File: src/rtl/uart_rx_pkg.sv
package uart_rx_pkg;

    typedef enum logic [2:0] {
        RX_IDLE,
        RX_START,
        RX_DATA,
        RX_STOP,
        RX_HOLD
    } rx_state_e;

endpackage

File: src/rtl/serial_sync.sv
module serial_sync #(
    parameter int STAGES    = 2,
    parameter bit RESET_VAL = 1'b1
) (
    input  logic clk,
    input  logic rst_n,
    input  logic din,
    output logic dout
);

    logic [STAGES-1:0] sync_d, sync_q;

    always_comb begin
        sync_d = {sync_q[STAGES-2:0], din};
    end

    always_ff @(posedge clk) begin
        if (!rst_n) sync_q <= {STAGES{RESET_VAL}};
        else        sync_q <= sync_d;
    end

    assign dout = sync_q[STAGES-1];

endmodule

File: src/rtl/rx_framer.sv
module rx_framer
    import uart_rx_pkg::*;
#(
    parameter int DATA_W     = 8,
    parameter int OVERSAMPLE = 16
) (
    input  logic              clk,
    input  logic              rst_n,
    input  logic              tick,
    input  logic              line,
    output logic              byte_valid,
    output logic [DATA_W-1:0] byte_data
);

    localparam int CNT_W = $clog2(OVERSAMPLE);
    localparam int IDX_W = $clog2(DATA_W);
    localparam logic [CNT_W-1:0] CNT_HALF = CNT_W'(OVERSAMPLE / 2 - 1);
    localparam logic [CNT_W-1:0] CNT_LAST = CNT_W'(OVERSAMPLE - 1);
    localparam logic [IDX_W-1:0] IDX_LAST = IDX_W'(DATA_W - 1);

    typedef struct packed {
        rx_state_e         state;
        logic              prev_line;
        logic [CNT_W-1:0]  cnt;
        logic [IDX_W-1:0]  idx;
        logic [DATA_W-1:0] shreg;
        logic              valid;
    } framer_t;

    framer_t r_d, r_q;

    always_comb begin
        r_d           = r_q;
        r_d.valid     = 1'b0;
        r_d.prev_line = line;
        case (r_q.state)
            RX_IDLE: begin
                if (r_q.prev_line && !line) begin
                    r_d.state = RX_START;
                    r_d.cnt   = '0;
                end
            end
            RX_START: begin
                if (tick) begin
                    if (r_q.cnt == CNT_HALF) begin
                        r_d.cnt = '0;
                        r_d.idx = '0;
                        r_d.state = line ? RX_IDLE : RX_DATA;
                    end else begin
                        r_d.cnt = r_q.cnt + 1'b1;
                    end
                end
            end
            RX_DATA: begin
                if (tick) begin
                    if (r_q.cnt == CNT_LAST) begin
                        r_d.cnt   = '0;
                        r_d.shreg = {line, r_q.shreg[DATA_W-1:1]};
                        if (r_q.idx == IDX_LAST) r_d.state = RX_STOP;
                        else                     r_d.idx   = r_q.idx + 1'b1;
                    end else begin
                        r_d.cnt = r_q.cnt + 1'b1;
                    end
                end
            end
            RX_STOP: begin
                if (tick) begin
                    if (r_q.cnt == CNT_LAST) begin
                        r_d.cnt = '0;
                        if (line) begin
                            r_d.valid = 1'b1;
                            r_d.state = RX_IDLE;
                        end else begin
                            r_d.state = RX_HOLD;
                        end
                    end else begin
                        r_d.cnt = r_q.cnt + 1'b1;
                    end
                end
            end
            RX_HOLD: begin
                if (line) r_d.state = RX_IDLE;
            end
            default: r_d.state = RX_IDLE;
        endcase
    end

    always_ff @(posedge clk) begin
        if (!rst_n) begin
            r_q           <= '0;
            r_q.state     <= RX_IDLE;
            r_q.prev_line <= 1'b1;
        end else begin
            r_q <= r_d;
        end
    end

    assign byte_valid = r_q.valid;
    assign byte_data  = r_q.shreg;

    // a start bit that is still low is never abandoned
    p_start_kept_r3: assert property (@(posedge clk) disable iff (!rst_n)
        (r_q.state == RX_START && !line) |=> r_q.state != RX_IDLE);

    // parked receiver stays parked while the line is low
    p_hold_low_r5: assert property (@(posedge clk) disable iff (!rst_n)
        (r_q.state == RX_HOLD && !line) |=> r_q.state == RX_HOLD);

    // a byte strobe only follows a stop state with a high sample
    p_valid_frame_r4: assert property (@(posedge clk) disable iff (!rst_n)
        r_q.valid |-> (r_q.state == RX_IDLE && $past(r_q.state) == RX_STOP && $past(line)));

    // byte strobe lasts a single cycle
    p_valid_pulse_r2: assert property (@(posedge clk) disable iff (!rst_n)
        r_q.valid |=> !r_q.valid);

endmodule

File: src/rtl/byte_fifo.sv
module byte_fifo #(
    parameter int W     = 8,
    parameter int DEPTH = 16
) (
    input  logic         clk,
    input  logic         rst_n,
    input  logic         wr_en,
    input  logic [W-1:0] wr_data,
    input  logic         rd_en,
    output logic [W-1:0] rd_data,
    output logic         not_empty,
    output logic         half,
    output logic         full
);

    localparam int AW = $clog2(DEPTH);
    localparam int CW = AW + 1;
    localparam logic [CW-1:0] CNT_FULL = CW'(DEPTH);
    localparam logic [CW-1:0] CNT_HALF = CW'(DEPTH / 2);
    localparam logic [AW-1:0] PTR_LAST = AW'(DEPTH - 1);

    typedef struct packed {
        logic [DEPTH-1:0][W-1:0] mem;
        logic [AW-1:0]           wptr;
        logic [AW-1:0]           rptr;
        logic [CW-1:0]           count;
    } fifo_t;

    fifo_t r_d, r_q;
    logic  do_wr, do_rd;

    always_comb begin
        r_d   = r_q;
        do_wr = wr_en && (r_q.count != CNT_FULL);
        do_rd = rd_en && (r_q.count != '0);
        if (do_wr) begin
            r_d.mem[r_q.wptr] = wr_data;
            r_d.wptr = (r_q.wptr == PTR_LAST) ? '0 : r_q.wptr + 1'b1;
        end
        if (do_rd) begin
            r_d.rptr = (r_q.rptr == PTR_LAST) ? '0 : r_q.rptr + 1'b1;
        end
        case ({do_wr, do_rd})
            2'b10:   r_d.count = r_q.count + 1'b1;
            2'b01:   r_d.count = r_q.count - 1'b1;
            default: r_d.count = r_q.count;
        endcase
    end

    always_ff @(posedge clk) begin
        if (!rst_n) r_q <= '0;
        else        r_q <= r_d;
    end

    assign rd_data   = r_q.mem[r_q.rptr];
    assign not_empty = (r_q.count != '0);
    assign half      = (r_q.count >= CNT_HALF);
    assign full      = (r_q.count == CNT_FULL);

    p_count_bound_r7: assert property (@(posedge clk) disable iff (!rst_n)
        r_q.count <= CNT_FULL);

    p_no_overflow_r9: assert property (@(posedge clk) disable iff (!rst_n)
        (full && wr_en && !rd_en) |=> (full && $stable(r_q.wptr)));

    p_empty_pop_r10: assert property (@(posedge clk) disable iff (!rst_n)
        (!not_empty && rd_en && !wr_en) |=> !not_empty);

    p_flag_order_r8: assert property (@(posedge clk) disable iff (!rst_n)
        full |-> (half && not_empty));

endmodule

File: src/rtl/uart_rx_fifo.sv
module uart_rx_fifo #(
    parameter int DATA_W      = 8,
    parameter int OVERSAMPLE  = 16,
    parameter int FIFO_DEPTH  = 16,
    parameter int SYNC_STAGES = 2
) (
    input  logic              clk,
    input  logic              rst_n,
    input  logic              baud_tick16,
    input  logic              rx_line,
    input  logic              pop,
    output logic [DATA_W-1:0] pop_data,
    output logic              has_data,
    output logic              half_level,
    output logic              is_full
);

    logic              line_s;
    logic              rx_valid;
    logic [DATA_W-1:0] rx_byte;

    serial_sync #(.STAGES(SYNC_STAGES), .RESET_VAL(1'b1)) u_sync (
        .clk  (clk),
        .rst_n(rst_n),
        .din  (rx_line),
        .dout (line_s)
    );

    rx_framer #(.DATA_W(DATA_W), .OVERSAMPLE(OVERSAMPLE)) u_framer (
        .clk       (clk),
        .rst_n     (rst_n),
        .tick      (baud_tick16),
        .line      (line_s),
        .byte_valid(rx_valid),
        .byte_data (rx_byte)
    );

    byte_fifo #(.W(DATA_W), .DEPTH(FIFO_DEPTH)) u_fifo (
        .clk      (clk),
        .rst_n    (rst_n),
        .wr_en    (rx_valid),
        .wr_data  (rx_byte),
        .rd_en    (pop),
        .rd_data  (pop_data),
        .not_empty(has_data),
        .half     (half_level),
        .full     (is_full)
    );

endmodule

File: config.mk
export PLATFORM = sky130hd
export DESIGN_NAME = uart_rx_fifo
export DESIGN_NICKNAME = d
export VERILOG_FILES = /design/src/rtl/uart_rx_pkg.sv /design/src/rtl/serial_sync.sv /design/src/rtl/rx_framer.sv /design/src/rtl/byte_fifo.sv /design/src/rtl/uart_rx_fifo.sv
export SDC_FILE = /design/constraint.sdc
export NUM_CORES = 1
export LEC_CHECK = 0
export BUFFER_PORTS_ARGS = -buffer_cell sky130_fd_sc_hd__clkbuf_2
export CAP_MARGIN = 30
export CORE_AREA = 2 2 98 147
export DETAILED_ROUTE_END_ITERATION = 8
export DIE_AREA = 0 0 100 149
export HOLD_SLACK_MARGIN = 0.03
export PLACE_DENSITY = 0.73
export SETUP_SLACK_MARGIN = 0.5
export SLEW_MARGIN = 20
export SYNTH_ARGS = -nofsm -noshare
export SYNTH_HDL_FRONTEND = slang
export SYNTH_SLANG_ARGS = --single-unit
File: constraint.sdc
create_clock -name clk -period 5.56 [get_ports clk]
set_input_delay 0.278 -clock clk [delete_from_list [all_inputs] [get_ports clk]]
set_output_delay 0.278 -clock clk [all_outputs]
set_load 0.1 [all_outputs]
==> run summary <==
The worst slew margin relative to its limit was 0.308; the sum of routed wire length over all layers was 16.9 mm. In this run the cell area of the synthesized design comes to 8030 um2. Walking the worst path, the cells encountered are nor4_4 -> buf_4 -> a21boi_0 -> inv_1 -> ha_1 -> xor2_1 -> ha_1 -> a21oi_1 -> a32oi_1 -> mux2_2 -> nand3_1. Clock-pin slew was measured on the worst setup and hold paths at 0.06 ns. The proportion of register bits with asynchronous set or reset after synthesis is 0, and the post-synthesis sequential area ratio is 0.406. Counting along the longest clock path gives a buffer depth of 2. The H-tree was split into 4 levels. Relative to the synthesized area, the layout overhead comes to 9.03%. Predominant post-synthesis flop cell: sky130_fd_sc_hd__dfxtp_1.

Critical path launch point type: a register. The sum of overflow across all layers after global routing was 0; the critical path data required time was 5.91 ns. In this run, synthesis produced a sequential element count of 163.

The slew at the pin closest to its max-slew limit was 1.04 ns. Of all nets on the critical path, the largest fanout is 20. Initial antenna violation count: 0. The tools report the largest net degree at the start of global routing as 111. For the worst setup path, the data arrival time is 3.56 ns. For this run, the top clock speed supported by timing is 312 MHz. The flow ran to the end, and the final reports show no timing, DRC or antenna violations.

The critical path is of the register to register type. The tools report the area of the die as 14900 um2. The gate count after technology mapping came out at 722. The count of routing violations after the opening detailed-route iteration is 214. The largest voltage drop on the vdd net came out at 0.236 mV. The share of layout cells above drive strength 1 was 0.160; the number of max-slew violations in the final report was 0. For the worst-skew pair, the clock arrives at the later sink with an insertion delay of 0.42 ns.

The number of enable flip-flop cells after synthesis was 0. For the total iterations of the first detailed-routing run, the log shows 4. The run gives 0.239 as the global router's overall resource usage. The number of distinct library cell variants in the gate-level netlist after synthesis was 53. The total power density per cell area works out to 378 nW/um2. The slowest cell on the critical path is sky130_fd_sc_hd__buf_4. The logs give 0 for the post-detailed-route count of antenna-violating nets and 849 for the number of placed instances with taps included. After the flow finishes, the layout carries non-filler instances totaling 882. The total clock sinks is 163. The maximum cell stage delay along the critical path works out to 0.45 ns. The wire-length estimate of the detail-placed layout is 11.1 mm. The quantity of I/O buffers inserted on ports was 15.

The buffer cell driving the clock tree root is sky130_fd_sc_hd__clkbuf_16. In this run the worst hold path is classified as input pin to register. Adding up every negative setup slack in the final design gives 0 ns. Setup repair after global routing left no endpoint under its margin. Critical path endpoint category: a register.

The wire length per cell was 19.1 um. TritonCTS built the clock tree. The run gives 5209 as the total number of vias. Detailed-route DRC error count: 0. Buffers inserted during clock tree synthesis total 17. Pin placement for this block handled 16 I/O pins. The tools report the cell leakage power as 2.59 nW. For this run, the number of Yosys warnings is 0.

The net total in the final layout is 721, and the number of nets in the synthesized netlist is 738. The cell that appears most often on the critical path is sky130_fd_sc_hd__ha_1. Once the clock tree was built, the resizer swapped 0 gates to a different size. The first global-routing pass estimated 27.8 mm of wire. Hold repair after CTS inserted 0 buffers.

The floorplan has 53 rows. In this run the post-CTS setup repair buffer count came out at 0. The antenna diode instance count was 0. Count of endpoints failing hold in the final timing report: 0. The gate family responsible for the most delay along the worst path was compound AO/OA/AOI/OAI gates. Setup violations remaining at the end of the flow were counted as 0. The detailed-route vias per instance was 5.91. Starting density of the core: 0.582. The total buffers and inverters traversed by the critical path came out at 2. Routability-driven placement finished with a final weighted congestion of 0.834. After synthesis, the mean cell area works out to 11.1 um2. The region available for standard cell placement spans 13800 um2. Final period demand of the worst path: 3.21 ns.

For the number of max-capacitance violations reported, the log shows 0. The number of global-route vias before repair was 5331. The share of the clock period used by the worst path after layout was 0.577; the maximum clock skew at final layout was 0.0106 ns.

The floorplan step set the die width to 100 um. The die extent in y is 149 um.
-- final timing paths --
check | startpoint | endpoint | slack [ns] | cells past startpoint
max | u_fifo.r_q[0] | u_fifo.r_q[4] | 2.35 | 11
min | rx_line | u_sync.sync_q[0] | 0.05 | 2
max reg2reg | u_fifo.r_q[0] | u_fifo.r_q[4] | 2.35 | 11
min reg2reg | u_sync.sync_q[0] | u_sync.sync_q[1] | 0.43 | 1
-- final cells by class --
type	instances	area, um2
Fill cell	1125	5030
Sequential cell	163	3270
Timing Repair Buffer	24	164
Clock buffer	21	470
Clock inverter	10	124
Multi-Input combinational cell	491	4500
Inverter	8	30.0
Tap cell	165	206
-- cell usage in the layout (no fill, tap or decap), types with 14 or more instances in the layout --
| cell type | count |
|---|---|
| sky130_fd_sc_hd__clkbuf_2 | 14 |
| sky130_fd_sc_hd__a2111oi_4 | 15 |
| sky130_fd_sc_hd__mux4_2 | 32 |
| sky130_fd_sc_hd__o22ai_1 | 19 |
| sky130_fd_sc_hd__nand2_1 | 21 |
| sky130_fd_sc_hd__dfxtp_1 | 161 |
| sky130_fd_sc_hd__nor2b_1 | 139 |
| sky130_fd_sc_hd__clkbuf_16 | 17 |
| sky130_fd_sc_hd__nor2_1 | 19 |
| sky130_fd_sc_hd__mux2i_1 | 141 |
-- synthesized netlist by cell type, drive strengths merged, types with 3 or more instances --
cell | n | share of area
inv | 8 | 0.0037
and2 | 3 | 0.0023
nor4 | 3 | 0.0031
dfxtp | 163 | 0.41
nor3 | 4 | 0.0025
ha | 11 | 0.017
a21oi | 8 | 0.0055
nor3b | 3 | 0.0028
clkbuf | 31 | 0.014
nand2 | 21 | 0.0098
a21boi | 6 | 0.0056
o21ai | 8 | 0.0050
nand3 | 6 | 0.0037
o22ai | 19 | 0.015
mux2i | 141 | 0.18
nor2b | 139 | 0.11
a2111oi | 15 | 0.051
mux4 | 32 | 0.090
buf | 29 | 0.017
nand2b | 11 | 0.0086
nor2 | 19 | 0.0089
xnor2 | 7 | 0.0076
-- state kept, by name, indices dropped and copies added, names as in the netlist --
| signal | flops |
|---|---|
| u_framer.byte_data | 8 |
| u_sync.sync_q | 2 |
| u_framer.byte_valid | 1 |
| u_framer.r_q | 11 |
| u_fifo.r_q | 141 |
-- logic make-up after synthesis --
kind of cell,after synthesis,synth area share
simple gates,226,0.167
mux,174,0.267
flops,163,0.406
compound gates,71,0.0973
buf+inv,68,0.0357
fa+ha+maj,11,0.0171
xor+xnor,9,0.00981
-- layer usage --
| metal | share of wire | GRT usage | vias up | wire length (um) |
|---|---|---|---|---|
| met5 | 0 | 0 | - | 0 |
| met4 | 0.028 | 0.0890 | 0 | 468 |
| met3 | 0.024 | 0.0440 | 34 | 413 |
| met2 | 0.53 | 0.425 | 79 | 8870 |
| met1 | 0.42 | 0.286 | 2565 | 7130 |
| li1 | - | - | 2531 | - |
-- power breakdown --
part | total (mW) | internal [mW] | switching [mW]
sequential | 1.30 | 1.19 | 0.109
clock | 1.17 | 0.700 | 0.469
combinational | 0.837 | 0.246 | 0.591
total | 3.31 | 2.14 | 1.17
-- per-stage QoR --
step | hold slack (ns) | power, mW | worst slack [ns] | area [um2] | util
finish | 0.0511 | 3.31 | 2.35 | 8760 | 0.635
global route | 0.0479 | 3.45 | 2.10 | 8760 | 0.635
CTS | 0.0432 | 3.34 | 2.38 | 8740 | 0.634
detailed placement | 0.413 | 2.17 | 2.37 | 8150 | 0.591
global placement | 0.400 | 2.15 | 2.51 | 8110 | 0.588
floorplan | 0.379 | 2.07 | 2.65 | 8030 | -
(Power assumes the default switching activity.)
